`config.mk`:
```
export PLATFORM = sky130hd
export DESIGN_NAME = ncl_full_adder
export DESIGN_NICKNAME = d
export VERILOG_FILES = /design/src/rtl/ncl_fa_pkg.sv /design/src/rtl/ncl_th_cell.sv /design/src/rtl/ncl_count_plane.sv /design/src/rtl/ncl_full_adder.sv
export SDC_FILE = /design/constraint.sdc
export NUM_CORES = 1
export LEC_CHECK = 0
export BUFFER_PORTS_ARGS = -buffer_cell sky130_fd_sc_hd__buf_2
export CAP_MARGIN = 20
export CORE_AREA = 2 2 39 41
export DETAILED_ROUTE_END_ITERATION = 7
export DIE_AREA = 0 0 41 43
export PLACE_DENSITY_LB_ADDON = 0.15
export SLEW_MARGIN = 20
export SYNTH_ARGS = -nofsm -noshare
export SYNTH_HDL_FRONTEND = slang
export SYNTH_HIERARCHICAL = 1
export SYNTH_SLANG_ARGS = --single-unit
```
`constraint.sdc`:
```
create_clock -name clk -period 1.2 [get_ports clk]
set_input_delay 0.06 -clock clk [delete_from_list [all_inputs] [get_ports clk]]
set_output_delay 0.06 -clock clk [all_outputs]
set_load 0.01 [all_outputs]
```
`src/rtl/ncl_fa_pkg.sv`:
```
package ncl_fa_pkg;

    // One dual-rail signal: logic-1 rail in the upper bit.
    typedef struct packed {
        logic r1;
        logic r0;
    } dual_rail_t;

    localparam dual_rail_t DR_SPACER = '{r1: 1'b0, r0: 1'b0};
    localparam int FA_OPERANDS = 3;

    function automatic logic dr_is_data(input dual_rail_t s);
        return s.r1 ^ s.r0;
    endfunction

    function automatic logic dr_is_spacer(input dual_rail_t s);
        return !(s.r1 || s.r0);
    endfunction

endpackage

```
`src/rtl/ncl_th_cell.sv`:
```
// Hysteresis threshold cell: sets once THRESH of N_IN inputs are high,
// clears only when every input is low, otherwise keeps its state.
module ncl_th_cell #(
    parameter int N_IN   = 3,
    parameter int THRESH = 2
) (
    input  logic            clk,
    input  logic            rst,
    input  logic [N_IN-1:0] rails,
    output logic            fire
);
    localparam int CNT_W = $clog2(N_IN + 1);

    logic [CNT_W-1:0] high_cnt;
    logic             set_now;
    logic             clear_now;

    always_comb begin
        high_cnt  = CNT_W'($countones(rails));
        set_now   = (int'(high_cnt) >= THRESH);
        clear_now = (rails == '0);
    end

    always_ff @(posedge clk) begin
        if (rst) begin
            fire <= 1'b0;
        end else if (set_now) begin
            fire <= 1'b1;
        end else if (clear_now) begin
            fire <= 1'b0;
        end
    end
endmodule

```
`src/rtl/ncl_count_plane.sv`:
```
// Counts asserted rails of one polarity: at_least[k] is a k-of-N_IN cell.
module ncl_count_plane #(
    parameter int N_IN = 3
) (
    input  logic            clk,
    input  logic            rst,
    input  logic [N_IN-1:0] rails,
    output logic [N_IN:1]   at_least
);
    for (genvar k = 1; k <= N_IN; k++) begin : g_thresh
        ncl_th_cell #(
            .N_IN  (N_IN),
            .THRESH(k)
        ) u_th (
            .clk  (clk),
            .rst  (rst),
            .rails(rails),
            .fire (at_least[k])
        );
    end
endmodule

```
`src/rtl/ncl_full_adder.sv`:
```
module ncl_full_adder
    import ncl_fa_pkg::*;
(
    input  logic       clk,
    input  logic       rst,
    input  logic [1:0] a_in,
    input  logic [1:0] b_in,
    input  logic [1:0] c_in,
    output logic [1:0] sum_out,
    output logic [1:0] cout_out
);
    localparam int N = FA_OPERANDS;

    dual_rail_t a_dr, b_dr, c_dr;
    dual_rail_t sum_dr, cout_dr;
    logic [N-1:0] ones_rails, zeros_rails;
    logic [N:1]   ones_ge, zeros_ge;
    logic         odd_single, even_pair;

    always_comb begin
        a_dr        = dual_rail_t'(a_in);
        b_dr        = dual_rail_t'(b_in);
        c_dr        = dual_rail_t'(c_in);
        ones_rails  = {c_dr.r1, b_dr.r1, a_dr.r1};
        zeros_rails = {c_dr.r0, b_dr.r0, a_dr.r0};
    end

    // Level 1: how many operands are 1, how many are 0.
    ncl_count_plane #(.N_IN(N)) u_ones (
        .clk(clk), .rst(rst), .rails(ones_rails), .at_least(ones_ge)
    );
    ncl_count_plane #(.N_IN(N)) u_zeros (
        .clk(clk), .rst(rst), .rails(zeros_rails), .at_least(zeros_ge)
    );

    // Level 2: exactly one 1 (>=1 ones and >=2 zeros), exactly two 1s.
    ncl_th_cell #(.N_IN(2), .THRESH(2)) u_odd_single (
        .clk(clk), .rst(rst),
        .rails({ones_ge[1], zeros_ge[2]}), .fire(odd_single)
    );
    ncl_th_cell #(.N_IN(2), .THRESH(2)) u_even_pair (
        .clk(clk), .rst(rst),
        .rails({ones_ge[2], zeros_ge[1]}), .fire(even_pair)
    );

    // Level 3: merge with the all-ones / all-zeros terms.
    ncl_th_cell #(.N_IN(2), .THRESH(1)) u_sum_one (
        .clk(clk), .rst(rst),
        .rails({ones_ge[3], odd_single}), .fire(sum_dr.r1)
    );
    ncl_th_cell #(.N_IN(2), .THRESH(1)) u_sum_zero (
        .clk(clk), .rst(rst),
        .rails({zeros_ge[3], even_pair}), .fire(sum_dr.r0)
    );

    // Carry reuses the shared 2-of-3 cells.
    always_comb begin
        cout_dr.r1 = ones_ge[2];
        cout_dr.r0 = zeros_ge[2];
        sum_out    = sum_dr;
        cout_out   = cout_dr;
    end
endmodule

```
# Yosys cells after proc, flatten, opt, wreduce, memory -nomap -nowiden
# Index checks and enable logic that the tools add are counted.
# Widths: inputs -> output; s select.
# totals
elab_cells	60
latch_bits	0
register_bits	10
mem_count	0
inputBits	8
rom_bits	0
out_inout_bits	4
mem_bits_rw	0
# classes
eq_ne	0
n_mul	0
shift	0
n_addsub	8
n_lt_le_gt_ge	10
mux	16
n_div	0
n_reduce_logical	16
n_bitwise	0
# ops
operator	count
$reduce_bool 2->1	10
$mux 1	16
$add 1x1->2	6
$ge 2x2->1 const B	6
$ge 2x1->1 const B	4
$logic_not 2->1	4
$logic_not 3->1	2
$add 2x1->2	2

# Longest topological paths before layout
# Gate-level depths: netlist of the first run.
# depth
ltp_word	4
ltp_mapped	4
depth_no_buf	4

# Modules after synthesis
# The synthesis of the first run kept the hierarchy.
# by_module_without_submodules
module	instances	area_each_um2	cells_each
ncl_th_cell (u_ones.g_thresh[3].u_th ...)	2	70.1	8
ncl_th_cell (u_ones.g_thresh[2].u_th ...)	2	57.6	5
ncl_th_cell (u_ones.g_thresh[1].u_th ...)	2	56.3	5
ncl_th_cell (u_even_pair ...)	2	46.3	4
ncl_th_cell (u_sum_one ...)	2	30.0	2

# Worst setup path before layout of the first run
# No wires, ideal clock.
# synth_timing
kind	flip-flop to flip-flop
startpoint	register u_zeros.g_thresh[2].u_th.fire
endpoint	register u_odd_single.fire
arrival_ps	831
path_slack_ps	255
required_time_ps	1086
stages_incl_launch_ff	4
setup_time_ps	114
n_path_buf	0
period_less_slack_ps	945
path_cell_list	dfxtp_1 ha_1 mux2i_1 nor2_1
# synth_between
elab_chain_cells	3
word_cells_on_any_way	5
classes_between	add/sub: 1; order compare: 1; mux: 1; reduce/logical: 2
# synth_lines
item	line	rtl
start, declared	ncl_th_cell.sv:10	output logic fire
start signal, assigned	ncl_th_cell.sv:26	fire <= 1'b0;
start signal, assigned	ncl_th_cell.sv:28	fire <= 1'b1;
start signal, assigned	ncl_th_cell.sv:30	fire <= 1'b0;
$add 1x1->2 (not written as such)	ncl_th_cell.sv:19	high_cnt = CNT_W'($countones(rails));
$ge 2x2->1	ncl_th_cell.sv:20	set_now = (int'(high_cnt) >= THRESH);
$mux 1 / $reduce_bool 2->1 (equally long branches)	-	
end signal, assigned	ncl_th_cell.sv:26	
end signal, assigned	ncl_th_cell.sv:28	
end signal, assigned	ncl_th_cell.sv:30	
end, declared	ncl_th_cell.sv:10	
# Parallel ways exist; a longest one is shown, timed or not.
# A chain may end at the register's enable or synchronous reset.

# Worst setup path after layout of the first run
# Ends and elaborated chain as after synthesis.

==> flow_metrics.env, run 1 <==
export IMPL_outcome="complete, no violations"
export IMPL_postSynth_topFlopCell="sky130_fd_sc_hd__dfxtp_1"
export IMPL_synth_net_count=64
export IMPL_std_cell_rows=14
export IMPL_crit_path_launch_type="flip-flop"
export IMPL_num_nets_final=83
export IMPL_ffs_latches_synth=10
export IMPL_initial_antenna_violation_count=0
export IMPL_min_period_ns=0.968
export IMPL_ys_top_cells_by_count="sky130_fd_sc_hd__dfxtp_1, sky130_fd_sc_hd__inv_1"
export IMPL_final_hold_viol_count=0
export IMPL_boundaryPins=12
export IMPL_crit_path_max_incr_delay_ns=0.33
export IMPL_vias_per_cell=5.01
export IMPL_worst_path_max_delay_cell="sky130_fd_sc_hd__dfxtp_1"
export IMPL_synth_area_leaders="sky130_fd_sc_hd__dfxtp_1, sky130_fd_sc_hd__fa_1, sky130_fd_sc_hd__ha_1"
export IMPL_synthMostInstantiatedCell="sky130_fd_sc_hd__dfxtp_1"
export IMPL_layout_core_utilization_pct=46.3
export IMPL_floorplan_initialDensity_pct=37.6
export IMPL_global_route_wire_length_before_repair_mm=1.70
export IMPL_inserted_clock_buffers=3
export IMPL_fp_dieW_microns=41
export IMPL_post_synth_top_area_share_pct=38.5
export IMPL_hold_path_class="in -> reg"
export IMPL_gp_routability_congestion=0.602
export IMPL_global_route_overflow_total=0
export IMPL_path_max_fanout=3
export IMPL_drt_pre_antenna_iters=4
export IMPL_setup_viol=0
export IMPL_post_cts_resized_instances=0
export IMPL_areaGrowthSynthToFinish_pct=23.1
export IMPL_worst_ir_drop_vdd_mv=0.481
export IMPL_fin_tns_setup_ns=0
export IMPL_fp_dieArea_sq_um=1760
export IMPL_postRouteAntennaNets=0
export IMPL_required_time_of_the_worst_setup_path_ns=1.35
export IMPL_port_buffers=11
export IMPL_criticalPathCategory="reg -> reg"
export IMPL_p_total_mw=0.748
export IMPL_power_density_nw_per_um2=1170
export IMPL_worst_pin_slew_ns=0.202
export IMPL_cts_clk_slew_worst_paths_ns=0.06
export IMPL_grt_pass1_vias=419
export IMPL_clock_skew_ns=0.000583
export IMPL_clkSinkCount=10
export IMPL_synth_cell_type_count=13
export IMPL_reg2reg_from="u_zeros/g_thresh[2].u_th/fire$_SDFFE_PP0P_"
export IMPL_max_clock_path_buffers=2
export IMPL_drc_errors=0
export IMPL_ctsRootBufferMaster="sky130_fd_sc_hd__clkbuf_4"
export IMPL_dr_total_vias=406
export IMPL_die_h_microns=43
export IMPL_placeableCoreArea_sq_um=1380
export IMPL_hp_start="rst"
export IMPL_maximum_number_of_pins_on_one_net_before_global_route_repair=11
export IMPL_grt_total_usage_pct=14.5
export IMPL_power_leakage_nw=0.315
export IMPL_synth_edff_count=0
export IMPL_cts_max_level=1
export IMPL_final_cells=81
export IMPL_layout_drive_gt1_share_pct=29.2
export IMPL_max_slew_margin_rel_pct=86.4
export IMPL_tritoncts_clock_tree="built"
export IMPL_diodes=0
export IMPL_max_cap_viol_count=0
export IMPL_routedWlPerCell_microns=10.9
export IMPL_detailedRoute_firstIterationViolations=1
export IMPL_synth_async_sr_flop_share_pct=0
export IMPL_routed_wl_microns=881
export IMPL_post_synth_top_area_cell="sky130_fd_sc_hd__dfxtp_1"
export IMPL_setup_worst_path_start="u_zeros/g_thresh[2].u_th/fire$_SDFFE_PP0P_"
export IMPL_layout_worst_path_cycle_share_pct=80.7
export IMPL_postCtsSetupBuffers=0
export IMPL_clk_lat_worst_skew_ns=0.26
export IMPL_max_clock_freq_mhz=1030
export IMPL_slew_violations=0
export IMPL_unrepaired_setup_endpoints_after_global_routing="no"
export IMPL_yosysSeqAreaShare_pct=38.5
export IMPL_cp_data_arrival_time_ns=1.11
export IMPL_postCtsHoldBufs=0
export IMPL_synthesis_area_sq_um=520
export IMPL_yosysWarnings=6
export IMPL_postSynthCellCount=48
export IMPL_crit_chain="ha_1 -> mux2i_1 -> nor2_1"
export IMPL_post_place_cells=78
export IMPL_critical_path_endpoint_type="flip-flop"
export IMPL_syn_area_per_cell_sq_um=10.8
-- worst paths after layout --
path	to	slack, ns	cells past startpoint
min reg2reg	u_sum_one/fire$_SDFFE_PP0P_	0.46	1
min	u_ones/g_thresh[1].u_th/fire$_SDFFE_PP0P_	0.09	2
max	u_odd_single/fire$_SDFFE_PP0P_	0.23	3
max reg2reg	u_odd_single/fire$_SDFFE_PP0P_	0.23	3
-- metrics by stage --
stage / setup slack (ns) / cell area (sq um) / hold slack (ns)
floorplan: 0.255 / 520 / 0.129
global placement: 0.0798 / 618 / 0.373
detailed placement: 0.0483 / 618 / 0.375
CTS: 0.231 / 641 / 0.0893
global route: 0.167 / 641 / 0.108
finish: 0.232 / 641 / 0.0896
-- worst max-delay path: cells and delay by family (launching register included) --
family	cells	cell delay [ns]
mux	1	0.19
simple gates	1	0.06
flops	1	0.33
fa+ha+maj	1	0.29
-- where the power goes --
group | internal [mW] | switching (mW) | total [mW]
combinational | 0.0738 | 0.0757 | 0.149
sequential | 0.361 | 0.0152 | 0.376
clock | 0.115 | 0.107 | 0.222
-- layout make-up --
class                   instances  area (sq um)
repair buffers                 14          77.6
clock buffers                   3          22.5
well taps                      16          20.0
flip-flops and latches         10           200
inverters                       6          22.5
multi-input cells              32           298
fillers                       136           743
-- layer usage --
metal | vias to the layer above | track usage, % | share of wire, %
met4 | 0 | 8.00 | 2.4
met2 | 8 | 19.4 | 47
met5 | - | 0 | 0
met1 | 189 | 19.1 | 46
met3 | 4 | 6.28 | 4.5
li1 | 205 | - | -
-- cells in the final DEF (no fill, tap or decap), drive strengths merged --
master,instances
fa,4
a211oi,2
clkbuf,3
or2,2
inv,6
o31ai,4
dfxtp,10
a21oi,4
ha,4
mux2i,2
buf,14
nor3,2
nor4,2
nor2,4
o21ba,2
-- cells by family after synthesis --
kind of cell               synth area share [%]
AOI/OAI and AO/OA                          16.3
adders and majority gates                  25.0
buffers and inverters                      4.33
DFF                                        38.5
muxes                                      3.85
and+or+nand+nor                            12.0
-- state kept, by name, indices dropped and copies added, names as in the netlist --
name and count:
u_zeros/g_thresh.u_th/fire 3, u_ones/g_thresh.u_th/fire 3, u_sum_one/fire 1, u_sum_zero/fire 1, u_odd_single/fire 1, u_even_pair/fire 1
(Power assumes the default switching activity.)
==> inputs of run 2 (changes only) <==
==> constraint.sdc (replaced) <==
create_clock -name clk -period 0.95 [get_ports clk]
set_input_delay 0.0475 -clock clk [delete_from_list [all_inputs] [get_ports clk]]
set_output_delay 0.0475 -clock clk [all_outputs]
set_load 0.01 [all_outputs]
==> run 2 against run 1 <==
Net effect:
- sequential power is 29% higher
- register-to-register slack got worse by 0.23 ns
- clock power rose by 70%
- flip-flop and latch count unchanged
- die area unchanged
- count of clock-buffer cells in the layout up 1
- worst hold slack got worse by 0.028 ns
- setup slack got worse by 0.23 ns
- core utilization grew 12 points
- fmax rose by 2.4%
- total power grew 51%
- clock skew barely moved
==> flow_metrics.env, run 2 (same netlist as run 1, synthesis figures left out) <==
export IMPL_dr_total_vias=433
export IMPL_outcome="complete, no violations"
export IMPL_maximum_number_of_pins_on_one_net_before_global_route_repair=11
export IMPL_setup_viol=0
export IMPL_post_route_worst_setup_slack_ns=0.00502
export IMPL_routedWlPerCell_microns=10.6
export IMPL_clock_skew_ns=0.000797
export IMPL_post_dp_cell_area_sq_um=731
export IMPL_power_report_internal_total_mw=0.847
export IMPL_layout_drive_gt1_share_pct=48.1
export IMPL_cts_max_level=1
export IMPL_num_nets_final=94
export IMPL_comb_power_share_pct=23.6
export IMPL_postRouteAntennaNets=0
export IMPL_detailedRoute_firstIterationViolations=9
export IMPL_placement_setup_worst_slack_ns=-0.136
export IMPL_criticalPathCategory="reg -> reg"
export IMPL_port_buffers=11
export IMPL_hold_path_class="in -> reg"
export IMPL_tritoncts_clock_tree="built"
export IMPL_routed_wl_microns=986
export IMPL_met2RoutedLength_microns=492
export IMPL_min_period_ns=0.945
export IMPL_fp_dieW_microns=41
export IMPL_postCtsHoldBufs=0
export IMPL_layout_core_utilization_pct=58.1
export IMPL_switchingPower_mw=0.281
export IMPL_global_route_overflow_total=0
export IMPL_dp_hpwl_microns=743
export IMPL_power_share_clock_pct=33.5
export IMPL_holdWs_ns=0.0615
export IMPL_power_density_nw_per_um2=1400
export IMPL_placeableCoreArea_sq_um=1380
export IMPL_floorplan_initialDensity_pct=37.6
export IMPL_diodes=0
export IMPL_areaGrowthSynthToFinish_pct=54.6
export IMPL_vias_per_cell=4.66
export IMPL_clk_lat_worst_skew_ns=0.26
export IMPL_worst_pin_slew_ns=0.200
export IMPL_layout_worst_path_cycle_share_pct=99.5
export IMPL_top_signal_layer_used="met3"
export IMPL_drt_pre_antenna_iters=3
export IMPL_cts_clk_slew_worst_paths_ns=0.07
export IMPL_fp_dieArea_sq_um=1760
export IMPL_global_route_wire_length_before_repair_mm=1.84
export IMPL_max_slew_margin_rel_pct=86.5
export IMPL_max_clock_freq_mhz=1060
export IMPL_power_leakage_nw=0.388
export IMPL_grt_total_usage_pct=15.5
export IMPL_power_switching_fraction_pct=24.9
export IMPL_ctsRootBufferMaster="sky130_fd_sc_hd__clkbuf_4"
export IMPL_cp_data_arrival_time_ns=1.10
export IMPL_die_h_microns=43
export IMPL_worst_ir_drop_vdd_mv=0.890
export IMPL_required_time_of_the_worst_setup_path_ns=1.10
export IMPL_pwr_share_seq_pct=42.9
export IMPL_slew_violations=0
export IMPL_grt_pass1_vias=461
export IMPL_clkSinkCount=10
export IMPL_max_cap_viol_count=0
export IMPL_unrepaired_setup_endpoints_after_global_routing="yes"
export IMPL_final_hold_viol_count=0
export IMPL_initial_antenna_violation_count=0
export IMPL_wire_length_on_met3_microns=39
export IMPL_final_area_sq_um=805
export IMPL_std_cell_rows=14
export IMPL_inserted_clock_buffers=3
export IMPL_fin_tns_setup_ns=0
export IMPL_boundaryPins=12
export IMPL_final_cell_mix="sky130_fd_sc_hd__buf_2, sky130_fd_sc_hd__buf_4, sky130_fd_sc_hd__dfxtp_1, sky130_fd_sc_hd__inv_1"
export IMPL_crit_path_launch_type="flip-flop"
export IMPL_critical_path_endpoint_type="flip-flop"
export IMPL_path_max_fanout=2
export IMPL_max_clock_path_buffers=2
export IMPL_wl_met1_microns=453
export IMPL_drc_errors=0
export IMPL_gp_routability_congestion=0.682
export IMPL_layout_top_registers="u_ones/g_thresh.u_th/fire (3), u_zeros/g_thresh.u_th/fire (3)"
run 2: final timing paths:
| kind | startpoint | end | slack (ns) | depth (start not counted) |
|---|---|---|---|---|
| worst max register to register | u_ones/g_thresh[1].u_th/fire$_SDFFE_PP0P_ | u_odd_single/fire$_SDFFE_PP0P_ | 0.005 | 3 |
| worst min register to register | u_odd_single/fire$_SDFFE_PP0P_ | u_sum_one/fire$_SDFFE_PP0P_ | 0.46 | 1 |
| worst min-delay path | rst | u_zeros/g_thresh[1].u_th/fire$_SDFFE_PP0P_ | 0.06 | 2 |
| worst max-delay path | u_ones/g_thresh[1].u_th/fire$_SDFFE_PP0P_ | u_odd_single/fire$_SDFFE_PP0P_ | 0.005 | 3 |
run 2: power groups by stage:
stage | clock, mW | sequential, mW | combinational [mW]
2_1_floorplan | 0 | 0.489 | 0.100
3_3_place_gp | 0 | 0.483 | 0.245
3_5_place_dp | 0 | 0.483 | 0.249
4_1_cts | 0.390 | 0.485 | 0.264
5_1_grt | 0.405 | 0.490 | 0.304
6_report | 0.378 | 0.484 | 0.266
run 2: cell type report:
class,count,area [sq um]
fillers,118,579
multi-input cells,32,323
flip-flops and latches,10,205
repair buffers,25,198
clock buffers,4,36.3
inverters,6,22.5
well taps,16,20.0
run 2: repair_timing:
item                                    in CTS  in global routing
setup buffers                                0                  1
pin swaps                                    2                  2
gates resized for setup                      6                  0
endpoints found under the setup margin       2                  2
run 2: per-stage QoR:
stage / cells / power (mW)
after floorplan: 48 / 0.589
after global placement: 88 / 0.728
after detailed placement: 88 / 0.732
after CTS: 92 / 1.14
after global routing: 93 / 1.20
final: 93 / 1.13
run 2: worst max-delay path, stage by stage, from the launching register on:
cell and delay, ns:
sky130_fd_sc_hd__dfxtp_2 0.33, sky130_fd_sc_hd__ha_4 0.26, sky130_fd_sc_hd__mux2i_1 0.18, sky130_fd_sc_hd__nor2_1 0.06
run 2: routing by layer:
layer	vias up	track usage, %
met5	-	0
met4	0	6.00
met3	0	6.28
met2	8	25.0
met1	196	17.2
li1	229	-
